`src/rtl/dma_chan_pkg.sv`:
```
package dma_chan_pkg;
  typedef enum logic [1:0] {ST_IDLE, ST_XFER, ST_WAIT} chan_st_e;

  localparam int BIT_BUSY = 7;
  localparam int BIT_PEND = 6;
  localparam int BIT_ERRF = 5;
  localparam int BIT_DONF = 4;
  localparam int BIT_SNGL = 2;
  localparam int BST_W    = 4;

  function automatic logic [BST_W-1:0] burst_bytes(input logic [1:0] code);
    return BST_W'(1) << code;
  endfunction
endpackage

```
`src/rtl/dma_chan_regs.sv`:
```
module dma_chan_regs
  import dma_chan_pkg::*;
(
  input  logic       clk_i,
  input  logic       rst_ni,
  input  logic       we_i,
  input  logic       sel_i,
  input  logic [7:0] wdata_i,
  input  logic       busy_i,
  input  logic       pend_i,
  input  logic       set_err_i,
  input  logic       set_done_i,
  output logic [7:0] rdata_o,
  output logic       single_o,
  output logic [1:0] blen_o,
  output logic       err_flag_o,
  output logic       done_flag_o,
  output logic [1:0] err_lvl_o,
  output logic [1:0] done_lvl_o
);
  logic stat_we, ctrl_we;
  assign stat_we = we_i & sel_i;
  assign ctrl_we = we_i & ~sel_i & ~busy_i;

  always_ff @(posedge clk_i or negedge rst_ni) begin
    if (!rst_ni) begin
      single_o    <= 1'b0;
      blen_o      <= 2'b00;
      err_flag_o  <= 1'b0;
      done_flag_o <= 1'b0;
      err_lvl_o   <= 2'b00;
      done_lvl_o  <= 2'b00;
    end else begin
      if (ctrl_we) begin
        single_o <= wdata_i[BIT_SNGL];
        blen_o   <= wdata_i[1:0];
      end
      if (stat_we) begin
        err_lvl_o  <= wdata_i[3:2];
        done_lvl_o <= wdata_i[1:0];
      end
      // set beats write-one-to-clear
      err_flag_o  <= set_err_i  | (err_flag_o  & ~(stat_we & wdata_i[BIT_ERRF]));
      done_flag_o <= set_done_i | (done_flag_o & ~(stat_we & wdata_i[BIT_DONF]));
    end
  end

  always_comb begin
    if (sel_i) rdata_o = {busy_i, pend_i, err_flag_o, done_flag_o, err_lvl_o, done_lvl_o};
    else       rdata_o = {5'b00000, single_o, blen_o};
  end
endmodule

```
`src/rtl/dma_chan_seq.sv`:
```
module dma_chan_seq
  import dma_chan_pkg::*;
#(
  parameter int CNT_W = 16
) (
  input  logic             clk_i,
  input  logic             rst_ni,
  input  logic             enable_i,
  input  logic             trig_i,
  input  logic             err_i,
  input  logic             ack_i,
  input  logic             single_i,
  input  logic [1:0]       blen_i,
  input  logic             repeat_i,
  input  logic [CNT_W-1:0] blk_size_i,
  output logic             busy_o,
  output logic             pend_o,
  output logic             req_o,
  output logic             set_done_o
);
  chan_st_e         st_q;
  logic [CNT_W-1:0] blk_left_q;
  logic [BST_W-1:0] bst_left_q;
  logic [BST_W-1:0] bst_sz;
  logic             byte_ok, blk_end, bst_end, abort;

  function automatic logic [BST_W-1:0] clip(input logic [CNT_W-1:0] n,
                                            input logic [BST_W-1:0] sz);
    if (n < CNT_W'(sz)) return n[BST_W-1:0];
    return sz;
  endfunction

  assign bst_sz     = burst_bytes(blen_i);
  assign abort      = ~enable_i | err_i;
  assign byte_ok    = (st_q == ST_XFER) & ack_i;
  assign blk_end    = byte_ok & (blk_left_q == CNT_W'(1));
  assign bst_end    = byte_ok & (bst_left_q == BST_W'(1));
  assign set_done_o = blk_end & ~abort;
  assign busy_o     = (st_q != ST_IDLE);
  assign req_o      = (st_q == ST_XFER);

  always_ff @(posedge clk_i or negedge rst_ni) begin
    if (!rst_ni) begin
      st_q       <= ST_IDLE;
      pend_o     <= 1'b0;
      blk_left_q <= '0;
      bst_left_q <= '0;
    end else if (abort) begin
      st_q   <= ST_IDLE;
      pend_o <= 1'b0;
    end else begin
      unique case (st_q)
        ST_IDLE: if (trig_i || pend_o) begin
          st_q       <= ST_XFER;
          pend_o     <= 1'b0;
          blk_left_q <= blk_size_i;
          bst_left_q <= clip(blk_size_i, bst_sz);
        end
        ST_XFER: begin
          if (trig_i) pend_o <= 1'b1;
          if (byte_ok) begin
            blk_left_q <= blk_left_q - CNT_W'(1);
            bst_left_q <= bst_left_q - BST_W'(1);
            if (blk_end) begin
              if (repeat_i) begin
                blk_left_q <= blk_size_i;
                bst_left_q <= clip(blk_size_i, bst_sz);
                if (single_i) st_q <= ST_WAIT;
              end else begin
                st_q <= ST_IDLE;
              end
            end else if (bst_end) begin
              if (single_i) st_q <= ST_WAIT;
              else bst_left_q <= clip(blk_left_q - CNT_W'(1), bst_sz);
            end
          end
        end
        ST_WAIT: if (trig_i) begin
          st_q       <= ST_XFER;
          bst_left_q <= clip(blk_left_q, bst_sz);
        end
        default: st_q <= ST_IDLE;
      endcase
    end
  end
endmodule

```
`src/rtl/dma_chan_irq.sv`:
```
module dma_chan_irq (
  input  logic       err_flag_i,
  input  logic       done_flag_i,
  input  logic [1:0] err_lvl_i,
  input  logic [1:0] done_lvl_i,
  output logic [1:0] lvl_o
);
  logic [1:0] e_lvl, d_lvl;
  assign e_lvl = err_flag_i  ? err_lvl_i  : 2'b00;
  assign d_lvl = done_flag_i ? done_lvl_i : 2'b00;
  assign lvl_o = (e_lvl > d_lvl) ? e_lvl : d_lvl;
endmodule

```
`src/rtl/dma_chan_ctrl.sv`:
```
module dma_chan_ctrl #(
  parameter int CNT_W = 16
) (
  input  logic             clk_i,
  input  logic             rst_ni,
  input  logic             enable_i,
  input  logic             trig_i,
  input  logic             repeat_i,
  input  logic [CNT_W-1:0] blk_size_i,
  input  logic             err_i,
  input  logic             ack_i,
  input  logic             reg_we_i,
  input  logic             reg_sel_i,
  input  logic [7:0]       reg_wdata_i,
  output logic [7:0]       reg_rdata_o,
  output logic             req_o,
  output logic [1:0]       irq_lvl_o
);
  logic       busy, pend, set_done, set_err;
  logic       single, err_flag, done_flag;
  logic [1:0] blen, err_lvl, done_lvl;

  assign set_err = err_i & enable_i;

  dma_chan_regs u_regs (
    .clk_i, .rst_ni,
    .we_i        (reg_we_i),
    .sel_i       (reg_sel_i),
    .wdata_i     (reg_wdata_i),
    .busy_i      (busy),
    .pend_i      (pend),
    .set_err_i   (set_err),
    .set_done_i  (set_done),
    .rdata_o     (reg_rdata_o),
    .single_o    (single),
    .blen_o      (blen),
    .err_flag_o  (err_flag),
    .done_flag_o (done_flag),
    .err_lvl_o   (err_lvl),
    .done_lvl_o  (done_lvl)
  );

  dma_chan_seq #(.CNT_W(CNT_W)) u_seq (
    .clk_i, .rst_ni, .enable_i, .trig_i, .err_i, .ack_i,
    .single_i   (single),
    .blen_i     (blen),
    .repeat_i,
    .blk_size_i,
    .busy_o     (busy),
    .pend_o     (pend),
    .req_o,
    .set_done_o (set_done)
  );

  dma_chan_irq u_irq (
    .err_flag_i  (err_flag),
    .done_flag_i (done_flag),
    .err_lvl_i   (err_lvl),
    .done_lvl_i  (done_lvl),
    .lvl_o       (irq_lvl_o)
  );
endmodule

```
`config.mk`:
```
export PLATFORM = sky130hd
export DESIGN_NAME = dma_chan_ctrl
export DESIGN_NICKNAME = d
export VERILOG_FILES = /design/src/rtl/dma_chan_pkg.sv /design/src/rtl/dma_chan_regs.sv /design/src/rtl/dma_chan_seq.sv /design/src/rtl/dma_chan_irq.sv /design/src/rtl/dma_chan_ctrl.sv
export SDC_FILE = /design/constraint.sdc
export NUM_CORES = 1
export LEC_CHECK = 0
export BUFFER_PORTS_ARGS = -buffer_cell sky130_fd_sc_hd__buf_2
export CORE_ASPECT_RATIO = 1.4
export CORE_MARGIN = 5
export CORE_UTILIZATION = 55
export CTS_BUF_LIST = sky130_fd_sc_hd__clkbuf_4
export CTS_CLUSTER_DIAMETER = 60
export DETAILED_ROUTE_END_ITERATION = 10
export HOLD_SLACK_MARGIN = 0.05
export PLACE_DENSITY = 0.87
export SLEW_MARGIN = 20
export SYNTH_ARGS = -nofsm -noshare
export SYNTH_HDL_FRONTEND = slang
export SYNTH_SLANG_ARGS = --single-unit
```
`constraint.sdc`:
```
create_clock -name clk_i -period 3.15 [get_ports clk_i]
set_input_delay 0.1575 -clock clk_i [delete_from_list [all_inputs] [get_ports clk_i]]
set_output_delay 0.1575 -clock clk_i [all_outputs]
set_load 0.05 [all_outputs]
```
==> results.md <==
- After global routing the overflow that remains totals 0.
- After the first detailed-routing iteration, the DRC count stood at 138.
- Leaving out fill and tap cells, the most frequent cell in the layout is buf_2.
- The congestion estimate from routability-driven global placement came to 0.8945.
- The largest net degree at the start of global routing is 42.
- The CTS tree is built.
- The initial antenna violation count is 0.
- Relative to the synthesized area, the layout overhead comes to 13.05%.
- Setup repair after global routing left no endpoint under its margin.
- The commonest register cell after synthesis is dfrtp_1.
- The total iterations of the first detailed-routing run is 4.
- Registers take 800.8 um^2.
- After filler insertion, the fill cell instance count of the layout stands at 456.
- The post-synth net total is 393.
- The sum of net half-perimeters after detailed placement is 5.656 mm.
- The residual DRC count is 0.
- In this run the static leakage power is 1.356 nW.
- The global-route wire length before repair is 12.31 mm.
- At the pin with the least slew margin, the transition time is 0.7324 ns.
- The initial utilization of the core area, before any placement, comes to 55.87%.
- The count of H-tree levels built during CTS is 2.
- The master cell of the clock root buffer is clkbuf_4.
- The minimum clock period is 2.814 ns.
- The number of flops mapped to enable cells by yosys is 0.
- The post-synthesis cell count is 340.
- The count of port buffers added during placement is 41.
- The post-synthesis register bit count is 32.
- The maximum fanout along the worst path is 8.
- The netlist uses 62 different library cells.
- The total chip power is 1.960 mW.
- The number of vias per cell after detailed routing is 6.049.
- The share of synthesized area occupied by flip-flops and latches is 28.21%.
- The fmax is 355.4 MHz.
- The via count is 2734.
- The antenna diode instance count is 0.
- The run finished with clean final reports.
- The count of final hold-check violations came to 0.
- The number of pins with negative max-slew slack in the final report came to 0.
- The latest clock arrival within the worst-skew pair is 0.35 ns.
- For this run, the number of Yosys warnings is 0.
- By startpoint and endpoint, the worst setup path is classified as reg -> reg.
- At the end of the flow, the number of nets in the layout was 438.
- The clock edge transition at the registers on the reported setup and hold paths is 0.10 ns.
- In this run the remaining antenna-violating nets after routing total 0.
- The worst slack on hold paths is 0.06488 ns.
- The final setup skew is 0.003831 ns.
- The number of instances resized during post-cts repair is 0.
- The worst register-to-register path begins at u_seq.blk_left_q[1].
- The mean instance size in the synthesized netlist is 8.350 um^2.
- The area of the mapped netlist is 0.002839 mm^2.
- The min-delay analysis places its worst path in the category in -> reg.
- 44 I/O pins were placed.
- The data required time of the critical path is 3.39 ns.
- The summed negative setup slack over all endpoints is 0 ns.
- The critical path arrival is 3.06 ns.
- The row count is 31.
- STA classifies the critical path startpoint as a flop.
- Across the run, the number of max-cap violations was 0.
- In the layout the commonest cells are buf_2 (41), dfrtp_1 (32), nand2_1 (29), a21oi_1 (29), nor3_1 (21).
- The via count of the first global-routing pass was 2703.
- The total routed wirelength is 7.382 mm.
- The maximum vdd ir drop is 0.0004607 V.
- The longest clock path from root to sink contains 2 buffers.
- Of the cells placed in the final design, the portion with a size suffix greater than 1 is 20.73%.
- The die span in y is 95.01 um.
- The critical path starts at u_seq.blk_left_q[1].
- Setup violations remaining at the end of the flow were counted as 0.
- The area of the core region is 0.005081 mm^2.
- The startpoint identified for the worst hold timing path is reg_wdata_i[2].
- The routed length per placed instance is 16.33 um.
- CTS saw 32 sinks.
- The worst pin sits at a relative slew slack of 51.17%.
- The power per cell area is 610.7 mW/mm^2.
- The die outline width is 70.72 um.
- The async set-or-reset flop fraction in the synthesized netlist is 100.0%.
- STA classifies the critical path endpoint as a flop.
- In the finished design, the share of the clock period the worst path needs comes to 89.33%.
- The total clock buffers created by CTS is 5.
- In the final layout, the multi-input gates occupy 0.001882 mm^2.
- The floorplan step defined a die boundary enclosing 0.006719 mm^2.
- The overall global routing resource usage is 23.00%.
[final cells by class]
cell class | instances | area share [%]
Tap cell | 66 | 2.573
Clock inverter | 3 | 0.4288
Inverter | 20 | 2.339
Clock buffer | 5 | 1.170
Sequential cell | 32 | 24.95
Timing Repair Buffer | 54 | 9.903
Multi-Input combinational cell | 272 | 58.64
[stage by stage]
step | cells | worst slack, ns | util, % | area (um^2)
after floorplan | 340 | 0.6487 | - | 2839
after global placement | 438 | 0.4161 | 60.97 | 3098
after detailed placement | 438 | 0.3680 | 60.97 | 3098
after CTS | 451 | 0.3304 | 62.96 | 3199
after global routing | 452 | 0.07636 | 63.16 | 3209
final | 452 | 0.3361 | 63.16 | 3209
[worst max-delay path, stage by stage (launching register included)]
cell and delay, ns:
dfrtp_1 0.51, inv_1 0.15, ha_1 0.25, or3b_1 0.41, nor3_1 0.24, xor2_1 0.12
nor4_2 0.36, and4_1 0.29, nor3_1 0.07, o31ai_1 0.32
[metal layers]
metal	share of wire [%]	track usage (%)
met2	52	41.95
met4	2.8	10.50
met1	39	25.25
met5	0	0
met3	6.3	5.063
[cells in the mapped netlist (2+ instances only)]
| library cell | count | area, um^2 |
|---|---|---|
| nor4_4 | 2 | 42.54 |
| o21bai_1 | 3 | 22.52 |
| o221ai_1 | 3 | 26.28 |
| a221oi_1 | 4 | 35.03 |
| xnor2_1 | 2 | 17.52 |
| mux2_2 | 10 | 112.6 |
| and2_1 | 7 | 43.79 |
| a31oi_1 | 3 | 18.77 |
| nand3_1 | 5 | 25.02 |
| o21ai_1 | 17 | 85.08 |
| dfrtp_1 | 32 | 800.8 |
| o22ai_1 | 4 | 25.02 |
| nand4_1 | 3 | 18.77 |
| a21oi_1 | 29 | 145.1 |
| nor4_1 | 7 | 43.79 |
| nor2b_1 | 5 | 31.28 |
| buf_2 | 5 | 25.02 |
| xor2_1 | 5 | 43.79 |
| inv_1 | 20 | 75.07 |
| ha_1 | 20 | 250.2 |
| nor2_1 | 17 | 63.81 |
| nor3_1 | 21 | 105.1 |
| o31ai_1 | 7 | 52.55 |
| nand2_1 | 29 | 108.9 |
| nand2b_1 | 5 | 31.28 |
| mux2i_1 | 8 | 80.08 |
| o21ai_0 | 18 | 90.09 |
| clkbuf_1 | 9 | 33.78 |
| a211oi_1 | 3 | 22.52 |
| buf_6 | 2 | 22.52 |
| a22o_1 | 2 | 17.52 |
| nand3b_1 | 3 | 22.52 |
[cells by family (layout without fill, tap and decap cells)]
group	Yosys count	count (layout)	share of synthesized area, %
buffers and inverters	36	82	5.509
XOR/XNOR	8	8	2.733
AO/OA/AOI/OAI	105	105	22.83
adder cells (fa/ha/maj)	20	20	8.814
multiplexers	19	19	7.184
AND/OR/NAND/NOR	120	120	24.72
flip-flops	32	32	28.21
[sequential cells by signal, summed over array words and instances (netlist names)]
signal,count
u_seq.pend_o,1
u_seq.st_q,2
u_regs.blen_o,2
u_regs.err_flag_o,1
u_regs.done_flag_o,1
u_regs.done_lvl_o,2
u_regs.single_o,1
u_seq.bst_left_q,4
u_seq.blk_left_q,16
u_regs.err_lvl_o,2
[report_power, final]
| group | leakage (nW) | switching (mW) | internal, mW | total [mW] |
|---|---|---|---|---|
| clock network | 0.0324 | 0.151 | 0.0817 | 0.232 |
| logic | 0.933 | 0.606 | 0.405 | 1.01 |
| registers | 0.391 | 0.187 | 0.530 | 0.717 |
[worst paths after layout]
| kind | end | slack [ns] | cells past startpoint |
|---|---|---|---|
| worst max-delay path | u_seq.bst_left_q[0] | 0.34 | 9 |
| worst min-delay path | u_regs.single_o | 0.06 | 2 |
| worst max register to register | u_seq.bst_left_q[0] | 0.34 | 9 |
| worst min register to register | u_regs.err_lvl_o[1] | 0.53 | 1 |
| max in group asynchronous | u_seq.blk_left_q[7] | 2.28 | 2 |
| min in group asynchronous | u_seq.bst_left_q[2] | 0.41 | 2 |
[repair_timing]
action,4_1_cts,5_1_grt
hold endpoints to repair,36,1
setup buffers,0,0
hold buffers,5,1
Power figures use the tool's default switching activity.
